### config.mk
export PLATFORM = sky130hd
export DESIGN_NAME = addsub_flags
export DESIGN_NICKNAME = d
export VERILOG_FILES = /design/src/rtl/afg_pkg.sv /design/src/rtl/afg_adder.sv /design/src/rtl/afg_flag_calc.sv /design/src/rtl/afg_flag_reg.sv /design/src/rtl/addsub_flags.sv
export SDC_FILE = /design/constraint.sdc
export NUM_CORES = 1
export LEC_CHECK = 0
export BUFFER_PORTS_ARGS = -buffer_cell sky130_fd_sc_hd__buf_4
export CAP_MARGIN = 40
export CORE_ASPECT_RATIO = 0.6
export CORE_MARGIN = 2
export CORE_UTILIZATION = 56
export CTS_CLUSTER_DIAMETER = 40
export DETAILED_ROUTE_END_ITERATION = 6
export PLACE_DENSITY = 0.83
export SYNTH_ARGS = -nofsm -noshare
export SYNTH_HDL_FRONTEND = slang
export SYNTH_SLANG_ARGS = --single-unit
### constraint.sdc
create_clock -name clk -period 6.5 [get_ports clk]
set_input_delay 0.975 -clock clk [delete_from_list [all_inputs] [get_ports clk]]
set_output_delay 0.975 -clock clk [all_outputs]
set_load 0.02 [all_outputs]
### src/rtl/afg_pkg.sv
package afg_pkg;
  typedef enum logic [1:0] {
    AFG_ADD = 2'b00,
    AFG_ADC = 2'b01,
    AFG_SUB = 2'b10,
    AFG_SBC = 2'b11
  } afg_op_e;

  // Packed order gives bit3=N, bit2=Z, bit1=C, bit0=V
  typedef struct packed {
    logic n;
    logic z;
    logic c;
    logic v;
  } afg_flags_t;
endpackage

### src/rtl/afg_adder.sv
module afg_adder
  import afg_pkg::*;
#(
  parameter int W = 32
) (
  input  afg_op_e        op,
  input  logic [W-1:0]   a,
  input  logic [W-1:0]   b,
  input  logic           cin,
  output logic [W-1:0]   sum
);
  logic [W-1:0] b_eff;
  logic         cy;

  always_comb begin
    unique case (op)
      AFG_ADD: begin b_eff = b;  cy = 1'b0; end
      AFG_ADC: begin b_eff = b;  cy = cin;  end
      AFG_SUB: begin b_eff = ~b; cy = 1'b1; end
      default: begin b_eff = ~b; cy = cin;  end
    endcase
    sum = a + b_eff + W'(cy);
  end
endmodule

### src/rtl/afg_flag_calc.sv
module afg_flag_calc
  import afg_pkg::*;
#(
  parameter int W = 32
) (
  input  afg_op_e        op,
  input  logic [W-1:0]   a,
  input  logic [W-1:0]   b,
  input  logic [W-1:0]   res,
  input  logic           cin,
  output afg_flags_t     flags
);
  localparam int MSB = W - 1;

  logic [W-1:0] res_x_a;
  logic [W-1:0] a_x_b;
  logic         is_sub;

  always_comb begin
    is_sub  = (op == AFG_SUB) || (op == AFG_SBC);
    res_x_a = res ^ a;
    a_x_b   = a ^ b;

    flags.n = res[MSB];
    flags.z = (res == '0);

    unique case (op)
      AFG_ADD: flags.c = (res < a);
      AFG_ADC: flags.c = (res < a) || ((res == a) && cin);
      AFG_SUB: flags.c = !(a < b);
      default: flags.c = (a > b) || ((a == b) && cin);
    endcase

    if (is_sub) flags.v = res_x_a[MSB] & a_x_b[MSB];
    else        flags.v = res_x_a[MSB] & ~a_x_b[MSB];
  end
endmodule

### src/rtl/afg_flag_reg.sv
module afg_flag_reg
  import afg_pkg::*;
(
  input  logic        clk,
  input  logic        rst_n,
  input  logic        upd_en,
  input  logic        load_en,
  input  logic [3:0]  load_word,
  input  afg_flags_t  calc,
  output afg_flags_t  q
);
  afg_flags_t d;

  always_comb begin
    d = q;
    if (load_en)     d = afg_flags_t'(load_word);
    else if (upd_en) d = calc;
  end

  always_ff @(posedge clk or negedge rst_n) begin
    if (!rst_n) q <= '0;
    else        q <= d;
  end

  p_hold_r10: assert property (@(posedge clk) disable iff (!rst_n)
    (rst_n && !upd_en && !load_en) |=> $stable(q));

  p_load_r9: assert property (@(posedge clk) disable iff (!rst_n)
    (rst_n && load_en) |=> (q.n == $past(load_word[3]) && q.z == $past(load_word[2])
                         && q.c == $past(load_word[1]) && q.v == $past(load_word[0])));
endmodule

### src/rtl/addsub_flags.sv
module addsub_flags
  import afg_pkg::*;
#(
  parameter int W = 32
) (
  input  logic          clk,
  input  logic          rst_n,
  input  logic [1:0]    op_sel,
  input  logic [W-1:0]  opnd_a,
  input  logic [W-1:0]  opnd_b,
  input  logic          carry_in,
  input  logic          set_flags,
  input  logic          flag_load,
  input  logic [3:0]    flag_din,
  output logic [W-1:0]  result,
  output logic          flag_n,
  output logic          flag_z,
  output logic          flag_c,
  output logic          flag_v
);
  afg_op_e    op;
  afg_flags_t calc_flags;
  afg_flags_t cur_flags;

  assign op = afg_op_e'(op_sel);

  afg_adder #(.W(W)) u_adder (
    .op  (op),
    .a   (opnd_a),
    .b   (opnd_b),
    .cin (carry_in),
    .sum (result)
  );

  afg_flag_calc #(.W(W)) u_calc (
    .op    (op),
    .a     (opnd_a),
    .b     (opnd_b),
    .res   (result),
    .cin   (carry_in),
    .flags (calc_flags)
  );

  afg_flag_reg u_reg (
    .clk       (clk),
    .rst_n     (rst_n),
    .upd_en    (set_flags),
    .load_en   (flag_load),
    .load_word (flag_din),
    .calc      (calc_flags),
    .q         (cur_flags)
  );

  assign flag_n = cur_flags.n;
  assign flag_z = cur_flags.z;
  assign flag_c = cur_flags.c;
  assign flag_v = cur_flags.v;

  // Independent wide-sum model, used only by the assertions below
  logic [W-1:0] chk_b;
  logic [W:0]   chk_wide;
  logic         chk_cy;
  logic         chk_ovf;

  always_comb begin
    chk_b    = op_sel[1] ? ~opnd_b : opnd_b;
    chk_cy   = (op_sel == 2'b00) ? 1'b0 : (op_sel == 2'b10) ? 1'b1 : carry_in;
    chk_wide = {1'b0, opnd_a} + {1'b0, chk_b} + {{W{1'b0}}, chk_cy};
    chk_ovf  = (opnd_a[W-1] == chk_b[W-1]) && (chk_wide[W-1] != opnd_a[W-1]);
  end

  // comparison carry matches the wide-sum carry-out
  p_carry_r13: assert property (@(posedge clk) disable iff (!rst_n)
    (rst_n && set_flags && !flag_load) |=> (flag_c == $past(chk_wide[W])));

  // sign-bit overflow matches signed overflow of the wide sum
  p_ovf_r7: assert property (@(posedge clk) disable iff (!rst_n)
    (rst_n && set_flags && !flag_load) |=> (flag_v == $past(chk_ovf)));

  p_zero_r2: assert property (@(posedge clk) disable iff (!rst_n)
    (rst_n && set_flags && !flag_load) |=> (flag_z == ($past(result) == '0)));

  p_neg_r2: assert property (@(posedge clk) disable iff (!rst_n)
    (rst_n && set_flags && !flag_load) |=> (flag_n == $past(result[W-1])));

  p_load_wins_r11: assert property (@(posedge clk) disable iff (!rst_n)
    (rst_n && set_flags && flag_load) |=> ({flag_n, flag_z, flag_c, flag_v} == $past(flag_din)));
endmodule

* Word-level counts from Yosys, hierarchy flattened
Cells that the tools add are included.
Word-level totals: ROM bits 0, bits in registers 4, latch bits 0, memory bits (writable) 0, memories kept 0
Cells by class: shift operators 0, reductions and logical operators 10, equality and inequality tests 5, $mul 0, mux-type cells 6, bitwise logic cells 6, magnitude comparators 3, add/sub/neg operators 2, div/mod/pow operators 0
Operator list (number):
- 32-bit equality test | 2
- 32-bit less-than comparator | 2
- 32-bit XOR | 2
- 32-bit by 1-bit adder with 32-bit output | 1
- 32-bit adder | 1
- 32-bit > comparator | 1
- 32-bit zero test | 1
- 32-bit 2-to-1 mux | 1
- 32-bit inverter | 1
- 4-bit 2-to-1 mux | 2
- 2-bit equality test, second input constant | 2
- 1-bit logical OR | 3
- 1-bit one-hot mux with 3 select lines | 1
- 1-bit AND | 2
- 2-bit by 1-bit equality test with 1-bit output, second input constant | 1
- 1-bit logical AND | 2
- 2-bit zero test | 1
- 1-bit one-hot mux with 2 select lines | 1
- 2-bit nonzero test | 1
- 2-bit OR reduction | 1
- 1-bit zero test | 1
- 1-bit 2-to-1 mux | 1
- 1-bit inverter | 1

* Longest topological paths before layout
depth after elaboration 11, gate-level depth with buffers 21

* Modules after synthesis
A second synthesis with hierarchy kept.
Second synthesis, totals: cells, all modules 573, area total of the unflattened synthesis 4068.9 um^2
By module, submodules not included:
- afg_adder | area each 2155.8 um^2, instances 1, cells an instance 304
- afg_flag_calc | area each 1726.7 um^2, instances 1, cells an instance 252
- afg_flag_reg | area each 186.4 um^2, instances 1, cells an instance 17

* Worst setup path after synthesis
No wires, ideal clock.
kind input to register, from input port op_sel[1], to register u_reg.q[1] in the netlist's numbering, data arrival time 5805 ps, required time 6434 ps, slack 629 ps, cell stages on the path 20, cells stage by stage clkbuf_1 > clkbuf_1 > xor2_1 > fa_1 > fa_1 > a21oi_2 > o22ai_1 > o41ai_2 > a2111o_1 > a211oi_1 > o311ai_1 > nand2_1 > xnor2_1 > ha_1 > a21o_1 > a21oi_1 > o21ai_0 > a221o_1 > a211oi_1 > a221o_1
Between the ends: cells in the longest elaborated chain, start to end 11, elaborated cells on any way between the ends 15, those cells by class 2 x add/sub; 1 x order compare; 3 x eq/ne; 5 x mux; 4 x reduce/logical
Ends and longest elaborated chain:
- from (decl) | line addsub_flags.sv:8 | input logic [1:0] op_sel,
- 2-bit by 1-bit equality test with 1-bit output or 2-bit zero test (tied branches) | line afg_adder.sv:16 | unique case (op)
- 2-bit OR reduction (no line)
- 32-bit 2-to-1 mux
- 32-bit adder | line afg_adder.sv:22 | sum = a + b_eff + W'(cy);
- 32-bit by 1-bit adder with 32-bit output (*) | line afg_adder.sv:22
- net result[30] | line addsub_flags.sv:15 | output logic [W-1:0] result,
- parallel branches: the longest is 3 deep, another holds 32-bit less-than comparator
- 1-bit one-hot mux with 3 select lines (*) | line afg_flag_calc.sv:27 | unique case (op)
- 4-bit 2-to-1 mux (*) | line afg_flag_reg.sv:17 | else if (upd_en) d = calc;
- 4-bit 2-to-1 mux (*) | line afg_flag_reg.sv:16 | if (load_en) d = afg_flags_t'(load_word);
- to (signal assigned) | line afg_flag_reg.sv:21 | if (!rst_n) q <= '0;
- to (signal assigned) | line afg_flag_reg.sv:22 | else q <= d;
- to (decl) | line afg_flag_reg.sv:10 | output afg_flags_t q
Mark *: on every way through the listed nets, which the timed path passes. The select of a mux whose other input is x is not followed. A chain may end at the register's enable or synchronous reset.

* Worst setup path after layout
from input port op_sel[1], to register u_reg.q[1] in the netlist's numbering
Between the ends: cells in the longest elaborated chain, start to end 11, elaborated cells on any way between the ends 15, those cells by class 2 x add/sub; 1 x order compare; 3 x eq/ne; 5 x mux; 4 x reduce/logical
Ends and longest elaborated chain (line):
- parallel branches: the longest is 8 deep, another holds 32-bit adder
- 1-bit one-hot mux with 3 select lines (*) | afg_flag_calc.sv:27
- 4-bit 2-to-1 mux (*) | afg_flag_reg.sv:17
- 4-bit 2-to-1 mux (*) | afg_flag_reg.sv:16
Every way passes the cells marked *. The select of a mux whose other input is x is not followed.

==> flow_results.org <==
** Status
- The run finished with clean final reports.

** Worst setup path
- The worst setup path is launched from an input port.
- Kind of critical path :: input port to register
- Tracing the worst setup path back leads to its startpoint at op_sel[1].
- The worst register-to-register path begins at u_reg.q[0]$_DFFE_PN0P_.
- Stage delay of the slowest cell on the critical path :: approximately 0.45 ns
- Endpoint type of the worst setup path :: register
- Crit path max-delay cell type :: sky130_fd_sc_hd__fa_1
- Gate family responsible for the most delay along the worst path :: compound AO/OA/AOI/OAI gates
- At the worst endpoint, the required time is approximately 6.7 ns.
- Walking the worst path, the cells encountered are buf_4 -> xor2_1 -> fa_1 -> fa_1 -> a21oi_2 -> o22ai_1 -> o41ai_2 -> a2111o_1 -> a211oi_1 -> o311ai_1 -> nand2_1 -> xnor2_1 -> ha_1 -> a21o_1 -> a21oi_1 -> o21ai_0 -> a221o_1 -> a211oi_1 -> a221o_1.
- Of all nets on the critical path, the largest fanout is 24.
- Worst Path Arrival :: 5.91 ns
- Together, buffers and inverters on the worst path number 1.

** Layout
- Diodes inserted :: 0
- Summing all non-filler instances in the final layout gives an area of a little over 5000 um2.
- The largest registers in the layout are u_reg.q x4.
- Largest register FFs :: 4
- Number of nets at the end of the flow :: a little over 800
- Ranked by flip-flop count, first place goes to u_reg.q.
- At the end of the flow the core is filled with cells to 0.705.
- Ratio of cells with drive above 1 in the final layout :: 0.200
- Area overhead of the layout relative to synthesis :: 23.2%

** Placement
- Worst setup slack before clock tree synthesis :: roughly 0.62 ns
- Once placement finished, the instance area stood at 4990 um2.
- The congestion estimate from routability-driven global placement came to 1.10.
- Port buffer count :: 110
- Post-DP HPWL :: between 10 and 15 mm

** Global routing
- Number of global-route vias before repair :: about 4300
- Entering global routing, the biggest net connects 25 pins.
- The first global-routing pass estimated roughly 22 mm of wire.
- The number of antenna violations at the first check in global routing came to 0.
- In the global route stage, overall resource usage came out at 0.341.
- Global routing finished with a remaining overflow of 0.

** Clocking
- Clock transition at the registers of the reported paths :: 0.03 ns
- Clock latency reported for the late side of the worst-skew pair :: 0.22 ns
- Counting the buffers created by CTS gives 3.
- No sink is reached through more buffers than the 2 on the longest clock path.
- The root buffer cell chosen for the clock tree is sky130_fd_sc_hd__clkbuf_16.
- Post-CTS Repair Setup Buffers :: 0
- Sink count of the clock tree :: 4
- Number of hold buffers added after CTS :: 0
- TritonCTS built the clock tree.
- H-Tree Level Count :: 1
- Post-cts gate resize count :: 0

** Power and ir drop
- VDD sags by at most 200 uV.
- Leak pwr :: between 2 and 3 nW
- For this design the ratio of total power to cell area is 197 nW/um2.

** Floorplan
- The floorplan step defined a core boundary enclosing ~7000 um2.
- Die H :: 70.4 um
- Die X-Extent :: approximately 110 um
- DIE AREA :: ~8000 um2
- The initial utilization of the core area, before any placement, comes to 0.573.
- Boundary Pins :: 111
- The initialized floorplan defines 24 standard-cell rows.

** Logic synthesis
- Yosys attributes the largest share of cell area to sky130_fd_sc_hd__ha_1 29%, sky130_fd_sc_hd__xor2_1 8.7%, sky130_fd_sc_hd__inv_1 6.9%.
- A synthesized cell averages 7.48 um2.
- Synthesized Nets :: 720
- sky130_fd_sc_hd__ha_1 is the most common cell in the netlist.
- Cell accounting for the most synthesized area :: sky130_fd_sc_hd__ha_1
- YS warnings :: 0
- After synthesis, the share of flip-flops with an asynchronous set or reset is 1.00.
- Flip-flop cell with the highest count after synthesis :: sky130_fd_sc_hd__dfrtp_1
- For this run, the register share of the synthesized area comes to 0.0244.
- Area share of the largest cell type after synthesis :: 0.286
- Combined area of all synthesized cells :: 4110 um2
- Synthesis inferred 4 register bits.
- Post-Synthesis Cells :: 549
- Count of different cell masters after synthesis :: 64
- By count the netlist is led by 94 x sky130_fd_sc_hd__ha_1, 76 x sky130_fd_sc_hd__inv_1, 41 x sky130_fd_sc_hd__xor2_1.
- The synthesized design contains 0 enable-type register cells.

** STA
- At the pin with the least slew margin, the transition time is a little over 0.7 ns.
- The worst pin sits at a relative slew slack of 0.514.
- Max frequency :: roughly 170 MHz
- Min Clock Period, post-route :: 5.75 ns
- Setup violations remaining at the end of the flow were counted as 0.
- TNS Setup :: 0 ns
- Final critical-path setup slack :: ~0.75 ns
- Fin. Hold Viols :: 0
- The final-report max-slew violation count is 0.
- RSZ-0062 raised after global routing :: no
- Clock skew :: 0 ns
- Of the available clock period, the critical path in the final layout requires 0.885.
- Across all hold checks on the routed design, the worst slack comes to between 0.5 and 0.6 ns.

** Worst hold path
- Worst hold path type :: register to register
- Hold wc startpoint :: u_reg.q[2]$_DFFE_PN0P_

** Detailed routing
- Post-DRT Antenna Nets :: 0
- Total detailed-routing wirelength :: 14.0 mm
- Routed wirelength normalized by instance count :: 18.9 um
- The routed layout has between 4000 and 5000 vias.
- In the routed design, unresolved DRC markers number 0.
- In this run, the number of DRC markers left after iteration 0 of detailed routing was 493.
- Before antenna repair, the detailed router went through 5 iterations.
- In the routed layout, each cell is associated on average with a via count of approximately 6.3.

** Flow run
- Max_cap viols :: 0
-- final cells by class --
| type | count | area, um2 |
|---|---|---|
| Multi-Input combinational cell | 455 | 3650 |
| Clock buffer | 3 | 75.1 |
| Timing Repair Buffer | 111 | 833 |
| Sequential cell | 4 | 100 |
| Inverter | 76 | 285 |
| Tap cell | 91 | 114 |
| Fill cell | 579 | 2120 |
-- placed cells by master, fill, tap and decap left out, types with 7 or more instances in the layout --
master / netlist / final
sky130_fd_sc_hd__buf_4: 0 / 111
sky130_fd_sc_hd__ha_1: 94 / 94
sky130_fd_sc_hd__inv_1: 76 / 76
sky130_fd_sc_hd__a21o_1: 36 / 36
sky130_fd_sc_hd__a21oi_1: 39 / 39
sky130_fd_sc_hd__a31oi_1: 8 / 8
sky130_fd_sc_hd__nand3_1: 12 / 12
sky130_fd_sc_hd__and2_1: 7 / 7
sky130_fd_sc_hd__nor2_1: 25 / 25
sky130_fd_sc_hd__nand4_1: 19 / 19
sky130_fd_sc_hd__nor3_1: 8 / 8
sky130_fd_sc_hd__xnor2_1: 15 / 15
sky130_fd_sc_hd__xor2_1: 41 / 41
sky130_fd_sc_hd__o21a_1: 7 / 7
sky130_fd_sc_hd__a211oi_1: 7 / 7
sky130_fd_sc_hd__o21ai_0: 23 / 23
sky130_fd_sc_hd__nand2_1: 27 / 27
-- power by group --
part	switching (mW)	internal [mW]	leakage (nW)	total (mW)
Clock	0.0173	0.0786	0.0370	0.0959
Combinational	0.519	0.350	2.64	0.870
Sequential	0.00194	0.0282	0.0484	0.0301
Total	0.539	0.457	2.73	0.996
-- logic make-up (layout without fill, tap and decap cells) --
group | count (synthesis) | count (layout) | synth area share
AO/OA/AOI/OAI | 175 | 175 | 0.311
flip-flops | 4 | 4 | 0.0244
buffers and inverters | 90 | 190 | 0.0865
multiplexers | 1 | 1 | 0.00244
adder cells (fa/ha/maj) | 96 | 96 | 0.296
XOR/XNOR | 56 | 56 | 0.119
AND/OR/NAND/NOR | 127 | 127 | 0.161
-- stage by stage --
stage	total power, mW	std cells
after floorplan	0.583	549
after global placement	0.860	737
after detailed placement	0.874	737
after CTS	0.977	740
after global routing	1.07	740
final	0.996	740
-- path summary, 6_finish.rpt --
check / endpoint / slack (ns) / cells after the start
setup / recovery: u_reg.q[1]$_DFFE_PN0P_ / 0.75 / 19
hold / removal: u_reg.q[2]$_DFFE_PN0P_ / 0.53 / 2
setup reg to reg: u_reg.q[0]$_DFFE_PN0P_ / 5.50 / 3
hold reg to reg: u_reg.q[2]$_DFFE_PN0P_ / 0.53 / 2
max in group asynchronous: u_reg.q[3]$_DFFE_PN0P_ / 5.85 / 1
min in group asynchronous: u_reg.q[0]$_DFFE_PN0P_ / 0.55 / 1
-- layer usage --
| layer | up-vias | part of all wire | GRT usage |
|---|---|---|---|
| met4 | 0 | 0.0095 | 0.0352 |
| met3 | 22 | 0.12 | 0.0851 |
| met1 | 2132 | 0.48 | 0.527 |
| met5 | - | 0 | 0 |
| met2 | 273 | 0.39 | 0.483 |
| li1 | 2225 | - | - |
-- worst min-delay path, stage by stage (launching register included) --
cell	delay, ns
sky130_fd_sc_hd__dfrtp_1	0.35
sky130_fd_sc_hd__a22oi_1	0.07
sky130_fd_sc_hd__nand2_1	0.07
(Power assumes the default switching activity.)
